$ cat src/rtl/cbr_pkg.sv
package cbr_pkg;

   // register offsets within one locality window; the host decodes these
   localparam logic [11:0] OFF_LOC_STATE = 12'h000;
   localparam logic [11:0] OFF_LOC_CTRL  = 12'h008;
   localparam logic [11:0] OFF_LOC_STS   = 12'h00C;
   localparam logic [11:0] OFF_INTF_ID   = 12'h030;
   localparam logic [11:0] OFF_INTF_ID2  = 12'h034;
   localparam logic [11:0] OFF_CTRL_REQ  = 12'h040;
   localparam logic [11:0] OFF_CTRL_STS  = 12'h044;
   localparam logic [11:0] OFF_CANCEL    = 12'h048;
   localparam logic [11:0] OFF_START     = 12'h04C;
   localparam logic [11:0] OFF_CMD_SIZE  = 12'h058;
   localparam logic [11:0] OFF_CMD_ADDR  = 12'h05C;
   localparam logic [11:0] OFF_RSP_SIZE  = 12'h064;
   localparam logic [11:0] OFF_RSP_ADDR  = 12'h068;

   // write codes
   localparam logic [31:0] LOCC_TAKE    = 32'd1;
   localparam logic [31:0] LOCC_GIVE    = 32'd2;
   localparam logic [31:0] PWR_READY    = 32'd1;
   localparam logic [31:0] PWR_IDLE     = 32'd2;
   localparam logic [31:0] INVOKE       = 32'd1;

   // identity word assembled from its fields
   function automatic logic [31:0] intf_word();
      logic [31:0] w;
      w          = '0;
      w[3:0]     = 4'd1;   // interface type: buffer, active
      w[7:4]     = 4'd1;   // interface version
      w[8]       = 1'b0;   // locality 0 only
      w[9]       = 1'b0;   // fast idle bypass
      w[12:11]   = 2'b11;  // 64-byte transfers
      w[13]      = 1'b0;   // no FIFO path
      w[14]      = 1'b1;   // buffer path supported
      w[18:17]   = 2'd1;   // selector: buffer interface
      w[31:24]   = 8'd0;   // revision
      return w;
   endfunction

endpackage

$ cat src/rtl/cbr_lane_align.sv
module cbr_lane_align (
   input  logic [31:0] word,
   input  logic [1:0]  ofs,
   input  logic [1:0]  size,
   output logic [31:0] data
);
   logic [31:0] shifted;
   logic [31:0] mask;

   assign shifted = word >> {ofs, 3'b000};

   for (genvar b = 0; b < 4; b++) begin : g_lane
      assign mask[8*b +: 8] = (2'(b) <= size) ? 8'hFF : 8'h00;
   end

   assign data = shifted & mask;
endmodule

$ cat src/rtl/cbr_loc_ctrl.sv
module cbr_loc_ctrl #(
   parameter int LOC_W = 3
) (
   input  logic             clk,
   input  logic             rst_n,
   input  logic             wr_en,
   input  logic [31:0]      wval,
   input  logic [LOC_W-1:0] req_loc,
   output logic             assigned,
   output logic [LOC_W-1:0] active_loc,
   output logic             granted,
   output logic             seized
);
   import cbr_pkg::*;

   always_ff @(posedge clk) begin
      if (!rst_n) begin
         assigned   <= 1'b0;
         active_loc <= '0;
         granted    <= 1'b0;
         seized     <= 1'b0;
      end else if (wr_en) begin
         if (wval == LOCC_TAKE) begin
            granted    <= 1'b1;
            seized     <= 1'b0;
            assigned   <= 1'b1;
            active_loc <= req_loc;
         end else if (wval == LOCC_GIVE) begin
            assigned   <= 1'b0;
            granted    <= 1'b0;
            active_loc <= '0;
         end
      end
   end
endmodule

$ cat src/rtl/cbr_cmd_ctrl.sv
module cbr_cmd_ctrl #(
   parameter int LOC_W   = 3,
   parameter int LEN_W   = 16,
   parameter int BUF_LIM = 2048
) (
   input  logic             clk,
   input  logic             rst_n,
   input  logic             pwr_wr,
   input  logic             cancel_wr,
   input  logic             start_wr,
   input  logic [31:0]      wval,
   input  logic [LOC_W-1:0] req_loc,
   input  logic             assigned,
   input  logic [LOC_W-1:0] active_loc,
   input  logic [LEN_W-1:0] cmd_hdr_len,
   input  logic             be_done,
   input  logic             be_done_err,
   output logic             idle,
   output logic             fatal,
   output logic             start,
   output logic             be_req,
   output logic [LEN_W-1:0] be_req_len,
   output logic             be_cancel
);
   import cbr_pkg::*;

   localparam logic [LEN_W-1:0] LIM = LEN_W'(BUF_LIM);

   logic             accept;
   logic [LEN_W-1:0] len_pick;

   assign accept   = start_wr && (wval == INVOKE) && !start &&
                     assigned && (active_loc == req_loc);
   assign len_pick = (cmd_hdr_len < LIM) ? cmd_hdr_len : LIM;

   always_ff @(posedge clk) begin
      if (!rst_n) begin
         idle       <= 1'b1;
         fatal      <= 1'b0;
         start      <= 1'b0;
         be_req     <= 1'b0;
         be_req_len <= '0;
         be_cancel  <= 1'b0;
      end else begin
         be_req    <= 1'b0;
         be_cancel <= 1'b0;
         if (pwr_wr) begin
            if (wval == PWR_READY)     idle <= 1'b0;
            else if (wval == PWR_IDLE) idle <= 1'b1;
         end
         if (cancel_wr && (wval == INVOKE) && start)
            be_cancel <= 1'b1;
         if (accept) begin
            start      <= 1'b1;
            be_req     <= 1'b1;
            be_req_len <= len_pick;
         end else if (be_done && start) begin
            start <= 1'b0;
            if (be_done_err) fatal <= 1'b1;
         end
      end
   end
endmodule

$ cat src/rtl/cmdbuf_ctrl_regs.sv
module cmdbuf_ctrl_regs #(
   parameter int          ADDR_W      = 15,
   parameter int          LEN_W       = 16,
   parameter int          BE_BUF_SIZE = 2048,
   parameter int          WIN_SIZE    = 4096,
   parameter int          BUF_OFFSET  = 128,
   parameter logic [31:0] BUF_BASE    = 32'hFED4_0000,
   parameter logic [15:0] VENDOR_ID   = 16'h5A5A
) (
   input  logic              clk,
   input  logic              rst_n,
   input  logic              bus_sel,
   input  logic              bus_wr,
   input  logic [ADDR_W-1:0] bus_addr,
   input  logic [1:0]        bus_size,
   input  logic [31:0]       bus_wdata,
   output logic [31:0]       bus_rdata,
   input  logic              est_flag,
   input  logic [LEN_W-1:0]  cmd_hdr_len,
   output logic              be_req,
   output logic [LEN_W-1:0]  be_req_len,
   output logic              be_cancel,
   input  logic              be_done,
   input  logic              be_done_err
);
   import cbr_pkg::*;

   localparam int          LOC_W    = ADDR_W - 12;
   localparam int          CMD_SIZE = WIN_SIZE - BUF_OFFSET;
   localparam int          BUF_LIM  = (BE_BUF_SIZE < CMD_SIZE) ? BE_BUF_SIZE : CMD_SIZE;
   localparam logic [31:0] BUF_ADDR = BUF_BASE + 32'(BUF_OFFSET);
   localparam logic [31:0] ID_WORD  = intf_word();

   initial begin
      assert (LOC_W >= 1 && LOC_W <= 4) else $fatal(1, "ADDR_W must be 13..16");
      assert (BUF_OFFSET > 0 && BUF_OFFSET < WIN_SIZE) else $fatal(1, "bad buffer offset");
      assert (BUF_LIM < (1 << LEN_W)) else $fatal(1, "LEN_W too narrow");
   end

   logic [11:0]      reg_ofs;
   logic [11:0]      word_ofs;
   logic [LOC_W-1:0] req_loc;
   logic             wr_hit;
   logic [31:0]      wval;
   logic [31:0]      rd_word;

   logic             loc_assigned;
   logic [LOC_W-1:0] active_loc;
   logic             granted;
   logic             seized;
   logic             idle_bit;
   logic             fatal_bit;
   logic             start_bit;

   assign reg_ofs  = bus_addr[11:0];
   assign word_ofs = {reg_ofs[11:2], 2'b00};
   assign req_loc  = bus_addr[ADDR_W-1:12];
   assign wr_hit   = bus_sel && bus_wr && (reg_ofs[1:0] == 2'b00);

   cbr_lane_align i_wmask (
      .word (bus_wdata),
      .ofs  (2'b00),
      .size (bus_size),
      .data (wval)
   );

   cbr_loc_ctrl #(.LOC_W(LOC_W)) i_loc (
      .clk        (clk),
      .rst_n      (rst_n),
      .wr_en      (wr_hit && reg_ofs == OFF_LOC_CTRL),
      .wval       (wval),
      .req_loc    (req_loc),
      .assigned   (loc_assigned),
      .active_loc (active_loc),
      .granted    (granted),
      .seized     (seized)
   );

   cbr_cmd_ctrl #(.LOC_W(LOC_W), .LEN_W(LEN_W), .BUF_LIM(BUF_LIM)) i_cmd (
      .clk         (clk),
      .rst_n       (rst_n),
      .pwr_wr      (wr_hit && reg_ofs == OFF_CTRL_REQ),
      .cancel_wr   (wr_hit && reg_ofs == OFF_CANCEL),
      .start_wr    (wr_hit && reg_ofs == OFF_START),
      .wval        (wval),
      .req_loc     (req_loc),
      .assigned    (loc_assigned),
      .active_loc  (active_loc),
      .cmd_hdr_len (cmd_hdr_len),
      .be_done     (be_done),
      .be_done_err (be_done_err),
      .idle        (idle_bit),
      .fatal       (fatal_bit),
      .start       (start_bit),
      .be_req      (be_req),
      .be_req_len  (be_req_len),
      .be_cancel   (be_cancel)
   );

   always_comb begin
      rd_word = '0;
      case (word_ofs)
         OFF_LOC_STATE: begin
            rd_word[0]           = ~est_flag;
            rd_word[1]           = loc_assigned;
            rd_word[2 +: LOC_W]  = active_loc;
            rd_word[7]           = 1'b1;
         end
         OFF_LOC_STS:   rd_word[1:0]  = {seized, granted};
         OFF_INTF_ID:   rd_word       = ID_WORD;
         OFF_INTF_ID2:  rd_word[15:0] = VENDOR_ID;
         OFF_CTRL_STS:  rd_word[1:0]  = {idle_bit, fatal_bit};
         OFF_START:     rd_word[0]    = start_bit;
         OFF_CMD_SIZE,
         OFF_RSP_SIZE:  rd_word       = 32'(CMD_SIZE);
         OFF_CMD_ADDR,
         OFF_RSP_ADDR:  rd_word       = BUF_ADDR;
         default:       rd_word       = '0;
      endcase
   end

   cbr_lane_align i_ralign (
      .word (rd_word),
      .ofs  (reg_ofs[1:0]),
      .size (bus_size),
      .data (bus_rdata)
   );
endmodule

$ cat config.mk
export PLATFORM = sky130hd
export DESIGN_NAME = cmdbuf_ctrl_regs
export DESIGN_NICKNAME = d
export VERILOG_FILES = /design/src/rtl/cbr_pkg.sv /design/src/rtl/cbr_lane_align.sv /design/src/rtl/cbr_loc_ctrl.sv /design/src/rtl/cbr_cmd_ctrl.sv /design/src/rtl/cmdbuf_ctrl_regs.sv
export SDC_FILE = /design/constraint.sdc
export NUM_CORES = 1
export LEC_CHECK = 0
export ABC_CLOCK_PERIOD_IN_PS = 2500
export BUFFER_PORTS_ARGS = -buffer_cell sky130_fd_sc_hd__clkbuf_2
export CORE_MARGIN = 8
export CORE_UTILIZATION = 49
export DETAILED_ROUTE_END_ITERATION = 8
export PLACE_DENSITY = 0.91
export SLEW_MARGIN = 25
export SYNTH_ARGS = -nofsm -noshare
export SYNTH_HDL_FRONTEND = slang
export SYNTH_HIERARCHICAL = 1
export SYNTH_SLANG_ARGS = --single-unit
export TNS_END_PERCENT = 20
$ cat constraint.sdc
create_clock -name clk -period 2.5 [get_ports clk]
set_input_delay 0.25 -clock clk [delete_from_list [all_inputs] [get_ports clk]]
set_output_delay 0.25 -clock clk [all_outputs]
set_load 0.02 [all_outputs]
==> results.cfg, run 1 <==
[timing]
worst_hold_slack_ns = 0.205
period_needed_ns = 2.33
setup_violations = 0
max_slew_margin_pct = 66.8
setup_tns_ns = 0
rsz0062_at_grt = no
fin_crit_sh_pct = 93.3
clock.fmax_mhz = 429
worst_pin_slew_ns = 0.495
skew_ns = 0.00118
slew_violations = 0
hold_viol = 0

[detailed_routing]
drc = 0
firstDrtPassIters = 4
dr_total_vias = 3036
ant_nets = 0
routedWlPerCell_um = 14.1
post_drt_via_cell_ratio = 5.35
wl_um = 7990
drt_iter0_drc = 108

[yosys]
synth.top_cell.area_share_pct = 17.6
synth_area_leaders = dfxtp_1 18%, a211oi_1 13%, mux2i_1 11%
yosysTopAreaCell = dfxtp_1
synth_edf_count = 0
synth-simple-area-share_pct = 43.1
syn_area_um2 = 2850
synthMuxAreaShare_pct = 11.3
ys_seq_area_share_pct = 17.6
synth_xor_area_share_pct = 1.23
ys_async_sr_fraction_pct = 0
ys_seq_elements = 25
synth_top_family_by_area = simple AND/OR/NAND/NOR gates
synth_fa_ha_area_share_pct = 0
synthCells = 375
synth_area_per_cell_um2 = 7.60
synth-compound-area-share_pct = 19.4
synthDistinctLibCells = 49
ys_warn_count = 6
yosys_most_used_dff = dfxtp_1

[cells_and_area]
layout_commonest_cell = clkbuf_2
diodes = 0
final_cells = 567
fin_util_pct = 63.3
fillCellCount = 508
drive_gt1_share_pct = 29.9
final_cell_mix = 119 x clkbuf_2, 48 x a211oi_1, 38 x nand2_1, 35 x nor2b_1, 31 x mux2i_1
area_growth_pct = 23.9
nets = 568

[clock_tree]
cts_buffers = 3
clock_path_buffers = 2
cts_root_buf = clkbuf_8
clkSinkCount = 25
cts_max_level = 1
clk_latency_ns = 0.26
clkTransAtPathRegs_ns = 0.09
cts_tree = yes
cts_setup_buffers = 0

[place]
place.gp.congestion = 0.933
dp.final_hpwl_um = 6620
placed_cells = 563
port_buffers = 119

[power]
p_comb_share_pct = 35.2
p_leak_nw = 1.64
pwr-share-clk_pct = 24.4
power_density_nw_per_um2 = 279
p_sw_w = 0.000335
p_int_w = 0.000650
report.power.total_w = 0.000985
vdd_ir_drop_max_mv = 0.325
pwr-share-seq_pct = 40.4
switching_share_pct = 34.0

[floorplanning]
dieArea_um2 = 8510
initial_core_util_pct = 51.1
ioPinCount = 122
core-area_um2 = 5570
die_height_um = 92.3
rows = 27
dieWidth_um = 92.3

[setup_path]
crit_required_ns = 2.25
r2r-start = i_loc/active_loc[0]$_SDFFE_PN0P_
critPathMaxFanout = 6
crit_type = in2out
worstPathArrival_ns = 2.08
worst_setup_path_end_kind = output pin
cp-startpoint = bus_addr[9]
startpoint_type = input pin
r2r_slack_ns = 0.79
worst-r2r-cell-count = 5
r2r_end = i_cmd/be_req_len[13]$_SDFFE_PN0P_

[worst_hold_path]
whs_endpoint = i_cmd/be_req_len[5]$_SDFFE_PN0P_
hold_path_depth = 3
worst_hold_startpoint = cmd_hdr_len[5]
min_path_type = in2reg

[grt]
antenna_found_initial = 0
grt_max_degree = 50
grt_first_pass_wirelength_um = 13300
grt_usage_pct = 17.9
grt_pass1_vias = 3049
grt_overflow = 0

[outcome]
status = completed

[flow_run]
maxCapViolations = 0
## synth_stat cells, types with 3 or more instances
master and count:
a21oi_1 16, a211oi_1 48, buf_2 7, buf_6 7, and2_1 17, nor4_2 6, nor3_1 5, and3_1 8
mux2i_1 31, nand2_1 38, a31oi_1 3, nor4_1 11, nand4_1 8, clkbuf_1 11, buf_4 4, nor2_1 26
dfxtp_1 25, nand3_1 4, nor2b_1 35, nand2b_1 18, inv_1 5
## power by group through the flow
stage          logic (W)  registers (W)  clock network (W)
3_3_place_gp    0.000333       0.000407                  0
6_report        0.000346       0.000398           0.000241
2_1_floorplan   0.000233       0.000407                  0
4_1_cts         0.000339       0.000398           0.000250
3_5_place_dp    0.000338       0.000407                  0
5_1_grt         0.000381       0.000398           0.000260
## how the worst max path moves through the flow
stage	to	slack, ns	cells past startpoint
6_report	bus_rdata[9]	0.17	8
2_1_floorplan	bus_rdata[10]	0.08	4
3_3_place_gp	bus_rdata[9]	0.12	8
5_1_grt	bus_rdata[9]	0.08	8
3_5_place_dp	bus_rdata[9]	0.07	8
4_1_cts	bus_rdata[9]	0.07	8
## routing by layer
| metal | vias to the layer above | wire length, um | track usage, % |
|---|---|---|---|
| li1 | 1592 | - | - |
| met1 | 1355 | 3570 | 21.0 |
| met2 | 87 | 3790 | 32.1 |
| met3 | 2 | 620 | 5.22 |
| met4 | 0 | 9 | 2.15 |
| met5 | - | 0 | 0 |
## worst max-delay path: stages
cell and delay [ns]:
clkbuf_2 0.10, or4_4 0.60, nor4b_4 0.33, nand2b_1 0.16
nor2b_1 0.13, a211oi_1 0.06, a211oi_1 0.24, clkbuf_2 0.21
## cell families (layout without fill, tap and decap cells)
family                    after synthesis  count (layout)
and+or+nand+nor                       199             199
AOI/OAI and AO/OA                      79              79
buffers and inverters                  34             136
muxes                                  32              32
DFF                                    25              25
xor gates and xnor gates                4               4
other                                   2              20
## state kept, by name, summed over array words and instances (netlist names)
name,flops
i_cmd/fatal,1
i_cmd/idle,1
i_cmd/be_cancel,1
i_cmd/be_req_len,16
i_cmd/be_req,1
i_cmd/start,1
i_loc/granted,1
i_loc/active_loc,3
## area by class of cell
| cell class | count | area [um^2] | area share (%) |
|---|---|---|---|
| Timing Repair Buffer | 127 | 656 | 18.6 |
| Clock buffer | 3 | 41.3 | 1.17 |
| Multi-Input combinational cell | 334 | 2220 | 62.8 |
| Sequential cell | 25 | 500 | 14.2 |
| Clock inverter | 1 | 7.51 | 0.213 |
| Inverter | 5 | 18.8 | 0.532 |
| Tap cell | 72 | 90.1 | 2.55 |
## through the flow
stage / area, um^2 / setup WS [ns]
after floorplan: 2920 / 0.0787
after global placement: 3480 / 0.125
after detailed placement: 3480 / 0.0671
after CTS: 3530 / 0.0670
after global routing: 3530 / 0.0800
final: 3530 / 0.169
## what timing repair did
| item | 4_1_cts | 5_1_grt |
|---|---|---|
| endpoints found under the setup margin | 0 | 1 |
| hold buffers | 0 | 0 |
| resized for setup | 0 | 1 |
No activity file was read; power rests on OpenSTA's default activity.
==> run 2: changes to the inputs <==
--- a/config.mk
+++ b/config.mk
@@ -7,11 +7,11 @@
 export LEC_CHECK = 0
 export ABC_CLOCK_PERIOD_IN_PS = 2500
 export BUFFER_PORTS_ARGS = -buffer_cell sky130_fd_sc_hd__clkbuf_2
-export CORE_MARGIN = 8
+export CORE_MARGIN = 3
 export CORE_UTILIZATION = 49
+export CTS_CLUSTER_SIZE = 40
 export DETAILED_ROUTE_END_ITERATION = 8
 export PLACE_DENSITY = 0.91
-export SLEW_MARGIN = 25
 export SYNTH_ARGS = -nofsm -noshare
 export SYNTH_HDL_FRONTEND = slang
 export SYNTH_HIERARCHICAL = 1
==> results.cfg, run 2 (same netlist as run 1, synthesis figures left out) <==
[setup_path]
cp_top_family = simple AND/OR/NAND/NOR gates
critPathMaxFanout = 6
worst-r2r-cell-count = 5
cp_num_cells = 8
worst_setup_path_end_kind = output pin
crit_path_cell_trace = clkbuf_2 -> or4_4 -> nor4b_4 -> nand2b_1 -> nor2b_1 -> a211oi_1 -> a211oi_1 -> clkbuf_2
crit_type = in2out
crit_buf_inv = 2
crit_slowest_cell = or4_4
critPathMaxStageDelay_ns = 0.60
crit_required_ns = 2.25
worstPathArrival_ns = 2.06
startpoint_type = input pin

[cells_and_area]
regArea_um2 = 500
diodes = 0
layout_commonest_cell = clkbuf_2
area_growth_pct = 23.8
final_cell_mix = 119 x clkbuf_2, 48 x a211oi_1, 38 x nand2_1, 35 x nor2b_1, 31 x mux2i_1
nets = 568
regMostFlops = i_cmd/be_req_len
largest_reg_flops = 16
drive_gt1_share_pct = 29.9
multi_input_area_um2 = 2220
fillCellCount = 502
reg_top3 = i_cmd/be_req_len x16, i_loc/active_loc x3
final_cells = 567

[timing]
setup_tns_ns = 0
setup_violations = 0
worst_hold_slack_ns = 0.208
period_needed_ns = 2.31
slew_violations = 0
clock.fmax_mhz = 432
max_slew_margin_pct = 60.5
hold_viol = 0
fin_crit_sh_pct = 92.6
skew_ns = 0.00340
rsz0062_at_grt = no
worst_pin_slew_ns = 0.589

[grt]
grtUsageMet3_pct = 2.49
grt_usage_pct = 22.4
grt_overflow = 0
antenna_found_initial = 0
grt_first_pass_wirelength_um = 12500
met2_usage_pct = 40.5
grt_max_degree = 50
top_usage_layer = met2
grt_pass1_vias = 2868
grtUsageMet1_pct = 28.3

[clock_tree]
cts_buffers = 3
clock_path_buffers = 2
cts_max_level = 1
cts_root_buf = clkbuf_8
clkSinkCount = 25
cts_tree = yes
clk_latency_ns = 0.26
cts_resized = 0
cts_setup_buffers = 0
cts_hold_buf = 0
clkTransAtPathRegs_ns = 0.08

[place]
place.gp.congestion = 0.953
dp.final_hpwl_um = 6210
port_buffers = 119
placed_cells = 563

[power]
p_leak_nw = 1.64
power_density_nw_per_um2 = 278
vdd_ir_drop_max_mv = 0.269

[detailed_routing]
drt_iter0_drc = 177
ant_nets = 0
routedWlPerCell_um = 13.6
firstDrtPassIters = 5
wl_um = 7730
post_drt_via_cell_ratio = 5.55
drc = 0
dr_total_vias = 3147

[floorplanning]
die_height_um = 82.3
ioPinCount = 122
dieWidth_um = 82.3
dieArea_um2 = 6770
initial_core_util_pct = 51.1
rows = 27
core-area_um2 = 5570

[worst_hold_path]
hold_path_depth = 3
min_path_type = in2reg

[outcome]
status = completed

[flow_run]
maxCapViolations = 0
-- run 2: cell count changes in the layout (fill, tap and decap cells not counted) --
cell        previous run  this run
clkinv_2               0         1
clkinvlp_4             1         0
-- run 2: layout make-up --
| class | count | share of cell area [%] |
|---|---|---|
| Clock inverter | 1 | 0.142 |
| Timing Repair Buffer | 127 | 18.6 |
| Clock buffer | 3 | 1.17 |
| Tap cell | 72 | 2.55 |
| Inverter | 5 | 0.532 |
| Multi-Input combinational cell | 334 | 62.8 |
| Sequential cell | 25 | 14.2 |
-- run 2: routing by layer --
metal	up-vias	part of all wire [%]
met4	0	1.2
met2	131	49
met1	1405	43
met3	14	7.2
met5	-	0
li1	1597	-
-- run 2: worst reg2reg max path, cell delays in order (launching register included) --
cell and delay [ns]:
dfxtp_1 0.39, xnor2_1 0.15, nand3_1 0.11, nor4_2 0.42
nand3_4 0.31, and3_1 0.30
-- run 2: report_power, final --
group	total [W]	internal, W	switching (W)
combinational	0.000349	0.000139	0.000210
sequential	0.000398	0.000398	0.000000000000804
clock	0.000234	0.000111	0.000123
total	0.000981	0.000648	0.000332
-- run 2: worst paths after layout --
| check | startpoint | endpoint | slack (ns) |
|---|---|---|---|
| hold reg to reg | i_cmd/be_req_len[6]$_SDFFE_PN0P_ | i_cmd/be_req_len[6]$_SDFFE_PN0P_ | 0.47 |
| hold / removal | cmd_hdr_len[4] | i_cmd/be_req_len[4]$_SDFFE_PN0P_ | 0.21 |
| setup / recovery | bus_addr[9] | bus_rdata[9] | 0.19 |
| setup reg to reg | i_loc/active_loc[0]$_SDFFE_PN0P_ | i_cmd/be_req_len[12]$_SDFFE_PN0P_ | 0.72 |
-- run 2: through the flow --
step                total power [W]  setup WS [ns]  cell area (um^2)  utilization [%]
floorplan                  0.000641         0.0787              2920                -
global route                0.00104         0.0691              3530             63.3
global placement           0.000740          0.119              3480             62.4
detailed placement         0.000745         0.0687              3480             62.4
CTS                        0.000976         0.0697              3520             63.2
finish                     0.000981          0.186              3530             63.3
